**src/rtl/ssm_pkg.sv**
```systemverilog
package ssm_pkg;
  typedef enum logic [1:0] {
    P_HUNT,
    P_SEL,
    P_DATA,
    P_DIP
  } parse_st_t;

  localparam logic [1:0] CODE_FRAME = 2'b11;
  localparam logic [1:0] SEL_CAL0   = 2'b01;
  localparam logic [1:0] SEL_CAL1   = 2'b10;
endpackage

```
**src/rtl/ssm_pass_parser.sv**
```systemverilog
module ssm_pass_parser
  import ssm_pkg::*;
#(
  parameter int CAL_W = 3
) (
  input  logic             clk,
  input  logic             rst,
  input  logic             flush,
  input  logic             vld,
  input  logic [1:0]       code,
  input  logic             two_cal,
  input  logic [CAL_W-1:0] cal_len,
  output logic             pass_done,
  output logic             pass_good,
  output logic             cal_sel
);
  parse_st_t        st;
  logic [CAL_W-1:0] cnt;
  logic [1:0]       par;
  logic             sel_bad;
  logic [CAL_W-1:0] last_idx;

  assign last_idx  = cal_len - CAL_W'(1);
  assign pass_done = vld && (st == P_DIP) && !flush;
  assign pass_good = (code == ~par) && !sel_bad;

  always_ff @(posedge clk) begin
    if (rst || flush) begin
      st      <= P_HUNT;
      cnt     <= '0;
      par     <= '0;
      sel_bad <= 1'b0;
    end else if (vld) begin
      case (st)
        P_HUNT: if (code == CODE_FRAME) begin
          st      <= two_cal ? P_SEL : P_DATA;
          cnt     <= '0;
          par     <= '0;
          sel_bad <= 1'b0;
        end
        P_SEL: begin
          sel_bad <= (code != SEL_CAL0) && (code != SEL_CAL1);
          st      <= P_DATA;
        end
        P_DATA: begin
          par <= par ^ code;
          if (cnt == last_idx) st <= P_DIP;
          else cnt <= cnt + CAL_W'(1);
        end
        default: st <= P_HUNT;
      endcase
    end
  end

  always_ff @(posedge clk) begin
    if (rst) cal_sel <= 1'b0;
    else if (vld && !flush && st == P_SEL) begin
      if (code == SEL_CAL0) cal_sel <= 1'b0;
      else if (code == SEL_CAL1) cal_sel <= 1'b1;
    end
  end

  // the active calendar moves only after a selection word was sampled
  assert_sel_source_R8: assert property (@(posedge clk) disable iff (rst)
    (cal_sel != $past(cal_sel)) |-> $past(st == P_SEL && vld));

  // an invalid selection word leaves the calendar untouched
  assert_bad_sel_hold_R9: assert property (@(posedge clk) disable iff (rst)
    (vld && st == P_SEL && (code == 2'b00 || code == 2'b11)) |=> $stable(cal_sel));
endmodule

```
**src/rtl/ssm_ones_run.sv**
```systemverilog
module ssm_ones_run
  import ssm_pkg::*;
#(
  parameter int RUN_LEN = 12
) (
  input  logic       clk,
  input  logic       rst,
  input  logic       vld,
  input  logic [1:0] code,
  output logic       hit
);
  localparam int CW = $clog2(RUN_LEN + 1);
  localparam logic [CW-1:0] TOP = CW'(RUN_LEN - 1);

  logic [CW-1:0] run;

  assign hit = vld && (code == CODE_FRAME) && (run == TOP);

  always_ff @(posedge clk) begin
    if (rst) run <= '0;
    else if (vld) begin
      if (code != CODE_FRAME) run <= '0;
      else if (run != TOP) run <= run + CW'(1);
    end
  end
endmodule

```
**src/rtl/ssm_sync_fsm.sv**
```systemverilog
module ssm_sync_fsm #(
  parameter int RUN_W = 3
) (
  input  logic             clk,
  input  logic             rst,
  input  logic             force_out,
  input  logic             pass_done,
  input  logic             pass_good,
  input  logic [RUN_W-1:0] good_len,
  input  logic [RUN_W-1:0] bad_len,
  input  logic             irq_en,
  input  logic             irq_ack,
  output logic             in_sync,
  output logic             irq
);
  localparam int EW = RUN_W + 1;

  logic [RUN_W-1:0] good_cnt, bad_cnt;
  logic             sync_nx, flag, flag_nx;
  logic [EW-1:0]    good_inc, bad_inc;

  assign good_inc = EW'(good_cnt) + EW'(1);
  assign bad_inc  = EW'(bad_cnt) + EW'(1);

  always_comb begin
    sync_nx = in_sync;
    if (force_out) sync_nx = 1'b0;
    else if (pass_done) begin
      if (pass_good && !in_sync && good_inc >= EW'(good_len)) sync_nx = 1'b1;
      if (!pass_good && in_sync && bad_inc >= EW'(bad_len)) sync_nx = 1'b0;
    end
  end

  assign flag_nx = (sync_nx != in_sync) || (flag && !irq_ack);

  always_ff @(posedge clk) begin
    if (rst) begin
      in_sync  <= 1'b0;
      good_cnt <= '0;
      bad_cnt  <= '0;
      flag     <= 1'b0;
      irq      <= 1'b0;
    end else begin
      in_sync <= sync_nx;
      flag    <= flag_nx;
      irq     <= flag_nx && irq_en;
      if (force_out || sync_nx != in_sync) begin
        good_cnt <= '0;
        bad_cnt  <= '0;
      end else if (pass_done) begin
        if (pass_good) begin
          bad_cnt <= '0;
          if (!in_sync) good_cnt <= good_inc[RUN_W-1:0];
        end else begin
          good_cnt <= '0;
          if (in_sync) bad_cnt <= bad_inc[RUN_W-1:0];
        end
      end
    end
  end

  // any forcing condition leaves the machine out of synch
  assert_force_drop_R6: assert property (@(posedge clk) disable iff (rst)
    force_out |=> !in_sync);

  // entering synch needs a passing pass on the previous edge
  assert_rise_cause_R2: assert property (@(posedge clk) disable iff (rst)
    $rose(in_sync) |-> $past(pass_done && pass_good));

  // leaving synch needs a failing pass or a forcing condition
  assert_fall_cause_R3: assert property (@(posedge clk) disable iff (rst)
    $fell(in_sync) |-> $past(force_out || (pass_done && !pass_good)));

  // the state holds while there is no pass result and no force
  assert_quiet_hold_R3: assert property (@(posedge clk) disable iff (rst)
    (!force_out && !pass_done) |=> $stable(in_sync));

  // an enabled state change shows up on the interrupt
  assert_change_irq_R10: assert property (@(posedge clk) disable iff (rst)
    ((in_sync != $past(in_sync)) && $past(irq_en)) |-> irq);
endmodule

```
**src/rtl/ssm_status_sync.sv**
```systemverilog
module ssm_status_sync #(
  parameter int CAL_W   = 3,
  parameter int RUN_W   = 3,
  parameter int ONES_RUN = 12
) (
  input  logic             clk,
  input  logic             rst,
  input  logic             port_en,
  input  logic             train_det,
  input  logic             two_cal_en,
  input  logic [CAL_W-1:0] cfg_cal_len,
  input  logic [RUN_W-1:0] cfg_good_len,
  input  logic [RUN_W-1:0] cfg_bad_len,
  input  logic             irq_en,
  input  logic             irq_ack,
  input  logic             stat_vld,
  input  logic [1:0]       stat_code,
  output logic             in_sync,
  output logic             cal_sel,
  output logic             irq
);
  logic flush, ones_hit, pass_done, pass_good;

  assign flush = train_det || !port_en;

  ssm_pass_parser #(.CAL_W(CAL_W)) u_parse (
    .clk(clk), .rst(rst), .flush(flush), .vld(stat_vld), .code(stat_code),
    .two_cal(two_cal_en), .cal_len(cfg_cal_len),
    .pass_done(pass_done), .pass_good(pass_good), .cal_sel(cal_sel)
  );

  ssm_ones_run #(.RUN_LEN(ONES_RUN)) u_ones (
    .clk(clk), .rst(rst), .vld(stat_vld), .code(stat_code), .hit(ones_hit)
  );

  ssm_sync_fsm #(.RUN_W(RUN_W)) u_fsm (
    .clk(clk), .rst(rst), .force_out(flush || ones_hit),
    .pass_done(pass_done), .pass_good(pass_good),
    .good_len(cfg_good_len), .bad_len(cfg_bad_len),
    .irq_en(irq_en), .irq_ack(irq_ack), .in_sync(in_sync), .irq(irq)
  );
endmodule

```
**config.mk**
```make
export PLATFORM = sky130hd
export DESIGN_NAME = ssm_status_sync
export DESIGN_NICKNAME = d
export VERILOG_FILES = /design/src/rtl/ssm_pkg.sv /design/src/rtl/ssm_pass_parser.sv /design/src/rtl/ssm_ones_run.sv /design/src/rtl/ssm_sync_fsm.sv /design/src/rtl/ssm_status_sync.sv
export SDC_FILE = /design/constraint.sdc
export NUM_CORES = 1
export LEC_CHECK = 0
export BUFFER_PORTS_ARGS = -buffer_cell sky130_fd_sc_hd__buf_2
export CAP_MARGIN = 20
export CORE_MARGIN = 2
export CORE_UTILIZATION = 61
export DETAILED_ROUTE_END_ITERATION = 8
export GPL_TIMING_DRIVEN = 0
export PLACE_DENSITY = 0.87
export SLEW_MARGIN = 20
export SYNTH_ARGS = -nofsm -noshare
export SYNTH_HDL_FRONTEND = slang
export SYNTH_SLANG_ARGS = --single-unit
export TNS_END_PERCENT = 5
```
**constraint.sdc**
```tcl
create_clock -name clk -period 3.9 [get_ports clk]
set_input_delay 0.195 -clock clk [delete_from_list [all_inputs] [get_ports clk]]
set_output_delay 0.195 -clock clk [all_outputs]
set_load 0.005 [all_outputs]
```
-- After elaboration in Yosys (flattened, before gate mapping)
Index checks and enable logic that the tools add are counted.
- output and inout port bits: 3
- word-level logic and storage cells: 101
- register bits: 22
- eq/ne operators: 18
- $lt $le $gt $ge: 2
- $add $sub $neg: 5
- muxes and demuxes: 23
- reductions and logical operators: 40
- bitwise logic cells: 2
- operator list (cell ; number):
    3-bit two-way mux ; 6
    1-bit logical AND ; 14
    2-bit nonzero test ; 5
    3-bit AND reduction ; 3
    3-bit by 1-bit adder with 4-bit output (second input constant) ; 2
    2-bit equality test (second input constant) ; 4
    4-bit by 3-bit >= comparator with 1-bit output ; 2
    2-bit two-way mux ; 4
    4-bit two-way mux ; 2
    2-bit != test (second input constant) ; 4
    2-bit AND reduction ; 4
    1-bit two-way mux ; 7
    1-bit logical NOT ; 6
    2-bit by 1-bit != test with 1-bit output (second input constant) ; 3
    2-bit case mux with 3 select lines ; 1
    3-bit case mux with 2 select lines ; 1
    1-bit logical OR ; 5
    4-bit by 1-bit adder with 4-bit output (second input constant) ; 1
    2-bit by 1-bit equality test with 1-bit output (second input constant) ; 2
    4-bit equality test (second input constant) ; 1
    4-bit != test (second input constant) ; 1
    2-bit case mux with 2 select lines ; 1
    4-bit AND reduction ; 1
    3-bit by 1-bit adder with 3-bit output (second input constant) ; 1
    other kinds (9) ; 9

-- Logic depth before layout (Yosys ltp)
Gate-level depths: netlist of run 1.
- depth in word-level cells: 12
- depth in mapped cells: 8

-- By module
Synthesis of run 1 repeated with hierarchy kept, for this count alone.
- cells, all modules: 178
- area, all modules: 1545.2 µm²
- modules (own cells, without submodules) (module ; cells each ; sequential area each (µm²) ; instances ; area an instance (µm²)):
    ssm_pass_parser ; 83 ; 180.2 ; 1 ; 698.2
    ssm_sync_fsm ; 65 ; 180.2 ; 1 ; 590.6
    ssm_ones_run ; 28 ; 80.1 ; 1 ; 241.5
    ssm_status_sync ; 2 ; 0.0 ; 1 ; 15.0

-- Least setup slack after synthesis of run 1
OpenSTA, ideal clock, no wires.
- path kind: reg2reg
- start: register u_fsm.good_cnt[0]
- end: register u_fsm.bad_cnt[0]
- stages on the path, launching flop included: 9
- arrival: 1.873 ns
- path slack: 1.911 ns
- path buffers: 0
- path through: dfxtp_1 ha_1 xor2_1 ha_1 o21ai_0 o21ai_0 nand3b_1 a21oi_2 and3b_1
- word-level cells in the longest chain between the ends: 10
- RTL lines (item ; line ; RTL):
    start: declaration ; ssm_sync_fsm.sv:18 ; logic [RUN_W-1:0] good_cnt, bad_cnt;
    start signal: assignment ; ssm_sync_fsm.sv:53 ; if (!in_sync) good_cnt <= good_inc[RUN_W-1:0];
    3-bit by 1-bit adder with 4-bit output ; ssm_sync_fsm.sv:22 ; assign good_inc = EW'(good_cnt) + EW'(1);
    4-bit by 3-bit >= comparator with 1-bit output ; ssm_sync_fsm.sv:29 ; if (pass_good && !in_sync && good_inc >= EW'(good_len)) sync_nx = 1'b1;
    1-bit logical AND ; ssm_sync_fsm.sv:29 ;
    1-bit two-way mux ; ssm_sync_fsm.sv:29 ;
    1-bit two-way mux ; ssm_sync_fsm.sv:30 ; if (!pass_good && in_sync && bad_inc >= EW'(bad_len)) sync_nx = 1'b0;
    1-bit two-way mux ; ssm_sync_fsm.sv:28 ; else if (pass_done) begin
    1-bit two-way mux ; ssm_sync_fsm.sv:27 ; if (force_out) sync_nx = 1'b0;
    1-bit != test ; ssm_sync_fsm.sv:47 ; if (force_out || sync_nx != in_sync) begin
    1-bit logical OR ; ssm_sync_fsm.sv:47 ;
    2-bit OR reduction (no source line) ; - ;
    end signal: assignment ; ssm_sync_fsm.sv:56 ; if (in_sync) bad_cnt <= bad_inc[RUN_W-1:0];
    end: declaration ; ssm_sync_fsm.sv:18 ;
No other way between the ends.
A chain may end at the register's enable or synchronous reset.

-- Worst setup path in the final report of run 1
Same ends and word-level chain as after synthesis.

==> impl_metrics.yaml, run 1 <==
min_path:
  hold_end: "u_fsm.irq$_SDFF_PP0_"
  min_from: "irq_en"
  hold_depth: 3
  min-delay-path-class: "input port to register"
critical_path:
  crit_type: "register to register"
  worstPathMaxFanout: 6
  reg2reg_to: "u_fsm.bad_cnt[0]$_SDFFE_PP0P_"
  worst_setup_path_end_kind: "register"
  arrival_ns: 2.54
  worstRegToRegCells: 8
  critPathBufInv: 0
  critical_path.cell_chain: "ha_1, xor2_1, ha_1, o21ai_0, o21ai_0, nand3b_1, a21oi_2, and3b_1"
  path_delay_family: "compound AO/OA/AOI/OAI gates"
  r2r_setup_slack_ns: 1.59
  crit_required_ns: 4.13
  cp_slowest_cell: "o21ai_0"
  crit_path_max_incr_delay_ns: 0.40
  worstReg2RegStart: "u_fsm.good_cnt[0]$_SDFFE_PP0P_"
  start_kind: "register"
floorplan:
  die_y_um: 54.4
  io_pins: 22
  die_area_um2: 2960
  start_util_pct: 63.7
  die_w_um: 54.4
  design.core.area_um2: 2430
  rows: 18
global_route:
  grt_max_degree: 13
  busiest_layer: "met2"
  grt_use_total_pct: 26.3
  use_met3_pct: 5.19
  grt_use_met2_pct: 51.6
  grt_pass1_vias: 1458
  grt_overflow_total: 0
  grt_use_met1_pct: 26.8
  antenna_found_initial: 0
  grt_first_pass_wirelength_um: 5700
finish:
  antenna_cells: 0
  area_growth_pct: 10.9
  drive_above_1_share_pct: 18.0
  nets: 243
clocking:
  cts_resized: 0
  postCtsHoldBufs: 0
  clk_latency_ns: 0.32
  cts_setup_buffers: 0
  root_buffer: "clkbuf_4"
  htree_levels: 1
  cts_tree: "done"
  path_clk_slew_ns: 0.13
  cts.sinks: 22
  cts_buffer_depth: 2
  cts_buffers: 3
synth:
  synth_top_area_cell: "dfxtp_1"
  synth_common_cells: "dfxtp_1, ha_1, inv_1"
  synth.avg_cell_area_um2: 8.52
  syn_inst: 182
  synth_top_area_share_pct: 28.4
  synth_ff_type: "dfxtp_1"
  synth_cell_types: 49
  synth_nets: 219
  async_flop_share_pct: 0
  synth_seq_cells: 22
  netlist_area_um2: 1550
  seq_area_frac_synth_pct: 28.4
  yosysMostFrequentCell: "dfxtp_1"
  synth_area_leaders: "dfxtp_1, ha_1, o21ai_0, inv_1, a21oi_1"
  ys_warn_count: 0
  synth_edf_count: 0
sta:
  fin_crit_ns: 2.31
  relSlewSlack_pct: 54.4
  finClkSkew_ns: 0.00906
  tightest_slew_ns: 0.679
  rsz0062_at_grt: "false"
  setup_violations: 0
  tns_ns: 0
  finalHoldViolCount: 0
  hold_ws_ns: 0.0917
  period_share_pct: 59.2
  timing.fmax_mhz: 433
  slew_violations: 0
pwr:
  power_density_nw_per_um2: 237
  totalPowerFinal_uw: 407
  ir_worst_vdd_uv: 313
  power.leakage_nw: 0.717
detailed_routing:
  postRouteAntennaNets: 0
  drt_iter0_markers: 38
  drc: 0
  wl_per_cell_um: 14.7
  first_pass_iters: 6
  routed_wl_um: 3460
  viasPerCell: 6.29
  num_vias: 1479
placement:
  place_congestion: 0.738
  hpwl_um: 2660
  portBuffers: 19
job:
  cap_violations: 0
outcome:
  status: "finished clean"
-- registers in the layout, indices dropped and copies added (netlist names), 2 cells and up --
| register | count |
|---|---|
| u_fsm.bad_cnt | 3 |
| u_parse.cnt | 3 |
| u_fsm.good_cnt | 3 |
| u_parse.par | 2 |
| u_parse.st | 2 |
| u_ones.run | 4 |
-- power by group --
| part | internal [mW] | switching (mW) |
|---|---|---|
| clock network | 0.0571 | 0.0746 |
| registers | 0.225 | 0.000787 |
| logic | 0.0199 | 0.0293 |
| total | 0.302 | 0.105 |
-- cell families (layout without fill, tap and decap cells) --
kind of cell	count (synthesis)	in the layout	synth area share (%)
fa+ha+maj	18	18	14.5
buf+inv	21	44	5.65
simple gates	60	60	21.5
flops	22	22	28.4
mux	3	3	2.02
compound gates	50	50	22.5
xor+xnor	8	8	5.41
-- stage by stage --
stage               instances  area (um^2)  setup WS (ns)  util [%]
detailed placement        231         1680           1.59      69.2
finish                    235         1720           1.59      70.7
global route              235         1720           1.48      70.7
global placement          231         1680           1.67      69.2
floorplan                 182         1550           1.91         -
CTS                       235         1720           1.58      70.7
-- how the worst max path moves through the flow --
| stage | start | end | slack [ns] | cells past startpoint |
|---|---|---|---|---|
| floorplan | u_fsm.good_cnt[0]$_SDFFE_PP0P_ | u_fsm.bad_cnt[0]$_SDFFE_PP0P_ | 1.91 | 8 |
| global placement | u_fsm.good_cnt[0]$_SDFFE_PP0P_ | u_fsm.bad_cnt[0]$_SDFFE_PP0P_ | 1.67 | 8 |
| detailed placement | u_fsm.good_cnt[0]$_SDFFE_PP0P_ | u_fsm.bad_cnt[0]$_SDFFE_PP0P_ | 1.59 | 8 |
| CTS | u_fsm.good_cnt[0]$_SDFFE_PP0P_ | u_fsm.bad_cnt[0]$_SDFFE_PP0P_ | 1.58 | 8 |
| global route | u_fsm.good_cnt[0]$_SDFFE_PP0P_ | u_fsm.bad_cnt[0]$_SDFFE_PP0P_ | 1.48 | 8 |
| finish | u_fsm.good_cnt[0]$_SDFFE_PP0P_ | u_fsm.bad_cnt[0]$_SDFFE_PP0P_ | 1.59 | 8 |
-- worst reg2reg max path, stage by stage, from the launching register on --
cell and delay [ns]:
dfxtp_1 0.37, ha_1 0.25, xor2_1 0.15, ha_1 0.28, o21ai_0 0.08, o21ai_0 0.40
nand3b_1 0.15, a21oi_2 0.33, and3b_1 0.22
-- routing by layer --
metal,share of wire (%),routed length [um]
met5,0,0
met4,1.6,57
met3,4.9,169
met2,54,1880
met1,39,1350
-- cell usage in the layout (no fill, tap or decap), types with 6 or more instances in the layout --
cell,instances
a21oi_1,11
buf_2,20
dfxtp_1,22
ha_1,18
inv_1,16
nand2_1,14
nor2_1,10
nor3_1,6
o21ai_0,14
-- layout make-up --
| type | count | area [um^2] |
|---|---|---|
| Tap cell | 30 | 37.5 |
| Timing Repair Buffer | 19 | 95.1 |
| Clock buffer | 4 | 36.3 |
| Buffer | 5 | 27.5 |
| Multi-Input combinational cell | 139 | 1020 |
| Inverter | 16 | 60.1 |
| Fill cell | 198 | 713 |
| Sequential cell | 22 | 440 |
(Power assumes the default switching activity.)
==> run 2: changes to the inputs <==
- CORE_UTILIZATION: 61 -> 51
- PLACE_DENSITY: 0.87 -> 0.78
- clock period: 3.9 -> 1.9 ns (I/O delays scaled with it)
==> run 2 against run 1 <==
Against the previous run: wire length down 7.7%; utilization down 8.6 points; final area up 7.5%.
==> impl_metrics.yaml, run 2 (synthesized netlist as in run 1, its figures left out) <==
outcome:
  status: "finished clean"
min_path:
  hold_depth: 2
  min-delay-path-class: "input port to register"
pwr:
  ir_worst_vdd_uv: 249
  p_clk_share_pct: 32.0
  power_density_nw_per_um2: 452
  power.leakage_nw: 0.749
  switching_power_uw: 213
  combPwrFrac_pct: 12.9
  seqPwrFrac_pct: 55.2
  p_int_uw: 623
  sw_frac_of_total_pct: 25.4
placement:
  hpwl_um: 2360
  placed_area_um2: 1690
  dp.cells: 234
  place_congestion: 0.789
  portBuffers: 19
finish:
  area_growth_pct: 19.2
  finalNonFillerCells: 243
  drive_above_1_share_pct: 27.1
  nets: 248
  design_area_um2: 1850
  layout_commonest_cell: "buf_2"
  final_util_pct: 62.1
  antenna_cells: 0
  largest-register: "u_ones.run"
  mostFrequentLayoutCells: "buf_2, dfxtp_1, inv_1, ha_1, nand2_1"
  largest_reg_flops: 4
detailed_routing:
  viasPerCell: 5.77
  wl_per_cell_um: 13.1
  num_vias: 1403
  postRouteAntennaNets: 0
  first_pass_iters: 4
  drt_iter0_markers: 47
  routed_wl_um: 3200
  drc: 0
critical_path:
  worst_setup_path_end_kind: "register"
  worstPathMaxFanout: 6
  crit_path_max_incr_delay_ns: 0.37
  arrival_ns: 2.10
  critical_path.cell_chain: "ha_4, xor2_1, ha_1, o21ai_2, o21ai_2, nand3b_1, a21oi_4, and3b_1"
  start_kind: "register"
  cp_slowest_cell: "dfxtp_2"
  worstRegToRegCells: 8
  crit_type: "register to register"
  crit_required_ns: 2.12
  path_common_cell: "o21ai_2"
sta:
  relSlewSlack_pct: 64.8
  period_share_pct: 98.7
  slew_violations: 0
  fin_crit_ns: 1.88
  finalHoldViolCount: 0
  finClkSkew_ns: 0.00758
  setup_violations: 0
  timing.fmax_mhz: 533
  rsz0062_at_grt: "true"
  hold_ws_ns: 0.137
  tightest_slew_ns: 0.528
floorplan:
  die_y_um: 59.1
  start_util_pct: 52.1
  die_w_um: 59.1
  io_pins: 22
  die_area_um2: 3500
  design.core.area_um2: 2980
  rows: 20
clocking:
  cts_buffers: 3
  clk_latency_ns: 0.31
  cts.sinks: 22
  root_buffer: "clkbuf_4"
  cts_buffer_depth: 2
  htree_levels: 1
  path_clk_slew_ns: 0.13
  cts_tree: "done"
global_route:
  grt_pass1_vias: 1264
  antenna_found_initial: 0
  grt_max_degree: 13
  grt_use_total_pct: 19.7
  grt_first_pass_wirelength_um: 5350
  grt_overflow_total: 0
job:
  cap_violations: 0
==> run 2: changes by cell type in the layout (fill, tap and decap cells not counted), moves of 2 or more <==
| cell | delta |
|---|---|
| ha_1 | -3 |
| nor2_2 | +2 |
| dfxtp_4 | +2 |
| buf_4 | +4 |
| nor2_1 | -2 |
| dfxtp_1 | -5 |
| ha_4 | +2 |
| dfxtp_2 | +3 |
| o21ai_0 | -5 |
| o21ai_1 | +3 |
| o21ai_2 | +2 |
==> run 2: worst paths after layout <==
path | start | endpoint | slack [ns]
setup / recovery | u_fsm.good_cnt[1]$_SDFFE_PP0P_ | u_fsm.bad_cnt[0]$_SDFFE_PP0P_ | 0.02
hold / removal | rst | u_ones.run[2]$_SDFFE_PP0P_ | 0.14
setup reg to reg | u_fsm.good_cnt[1]$_SDFFE_PP0P_ | u_fsm.bad_cnt[0]$_SDFFE_PP0P_ | 0.02
hold reg to reg | u_ones.run[1]$_SDFFE_PP0P_ | u_ones.run[1]$_SDFFE_PP0P_ | 0.49
==> run 2: area by class of cell <==
cell class | instances | area [um^2]
inverters | 16 | 60.1
clock buffers | 4 | 36.3
flip-flops and latches | 22 | 452
plain buffers | 5 | 27.5
repair buffers | 24 | 135
fillers | 268 | 1130
well taps | 33 | 41.3
multi-input cells | 139 | 1100
==> run 2: layer usage <==
layer  vias up  wire (um)  GRT usage [%]
li1        723          -              -
met1       656       1460           23.7
met2        20       1650           36.0
met3         4         69           2.40
met4         0         21           6.17
met5         -          0              0
==> run 2: critical path: cells and delay by family (launching register included) <==
| family | cells | cell delay, ns |
|---|---|---|
| fa+ha+maj | 2 | 0.48 |
| compound gates | 3 | 0.46 |
| flops | 1 | 0.37 |
| simple gates | 2 | 0.35 |
| xor+xnor | 1 | 0.14 |
==> run 2: metrics by stage <==
stage / setup TNS [ns] / setup WS [ns] / power [mW]
global route: -0.196 / -0.0660 / 0.874
detailed placement: -2.77 / -0.307 / 0.572
finish: 0 / 0.0241 / 0.836
global placement: -2.03 / -0.235 / 0.569
floorplan: 0 / 0.00279 / 0.537
CTS: -0.125 / -0.0778 / 0.844
==> run 2: what timing repair did <==
| action | CTS | global route |
|---|---|---|
| gates resized for setup | 12 | 15 |
| pin swaps | 5 | 10 |
| setup buffers | 2 | 2 |
| hold endpoints to repair | 1 | 0 |
| gates cloned | 0 | 0 |
| setup endpoints to repair | 16 | 16 |
| hold buffers | 1 | 0 |
==> run 2: power by group through the flow <==
| stage | Clock [mW] | Combinational, mW | Sequential [mW] |
|---|---|---|---|
| floorplan | 0 | 0.0629 | 0.474 |
| global placement | 0 | 0.0953 | 0.474 |
| detailed placement | 0 | 0.0974 | 0.474 |
| CTS | 0.278 | 0.104 | 0.463 |
| global route | 0.291 | 0.121 | 0.462 |
| finish | 0.267 | 0.107 | 0.461 |
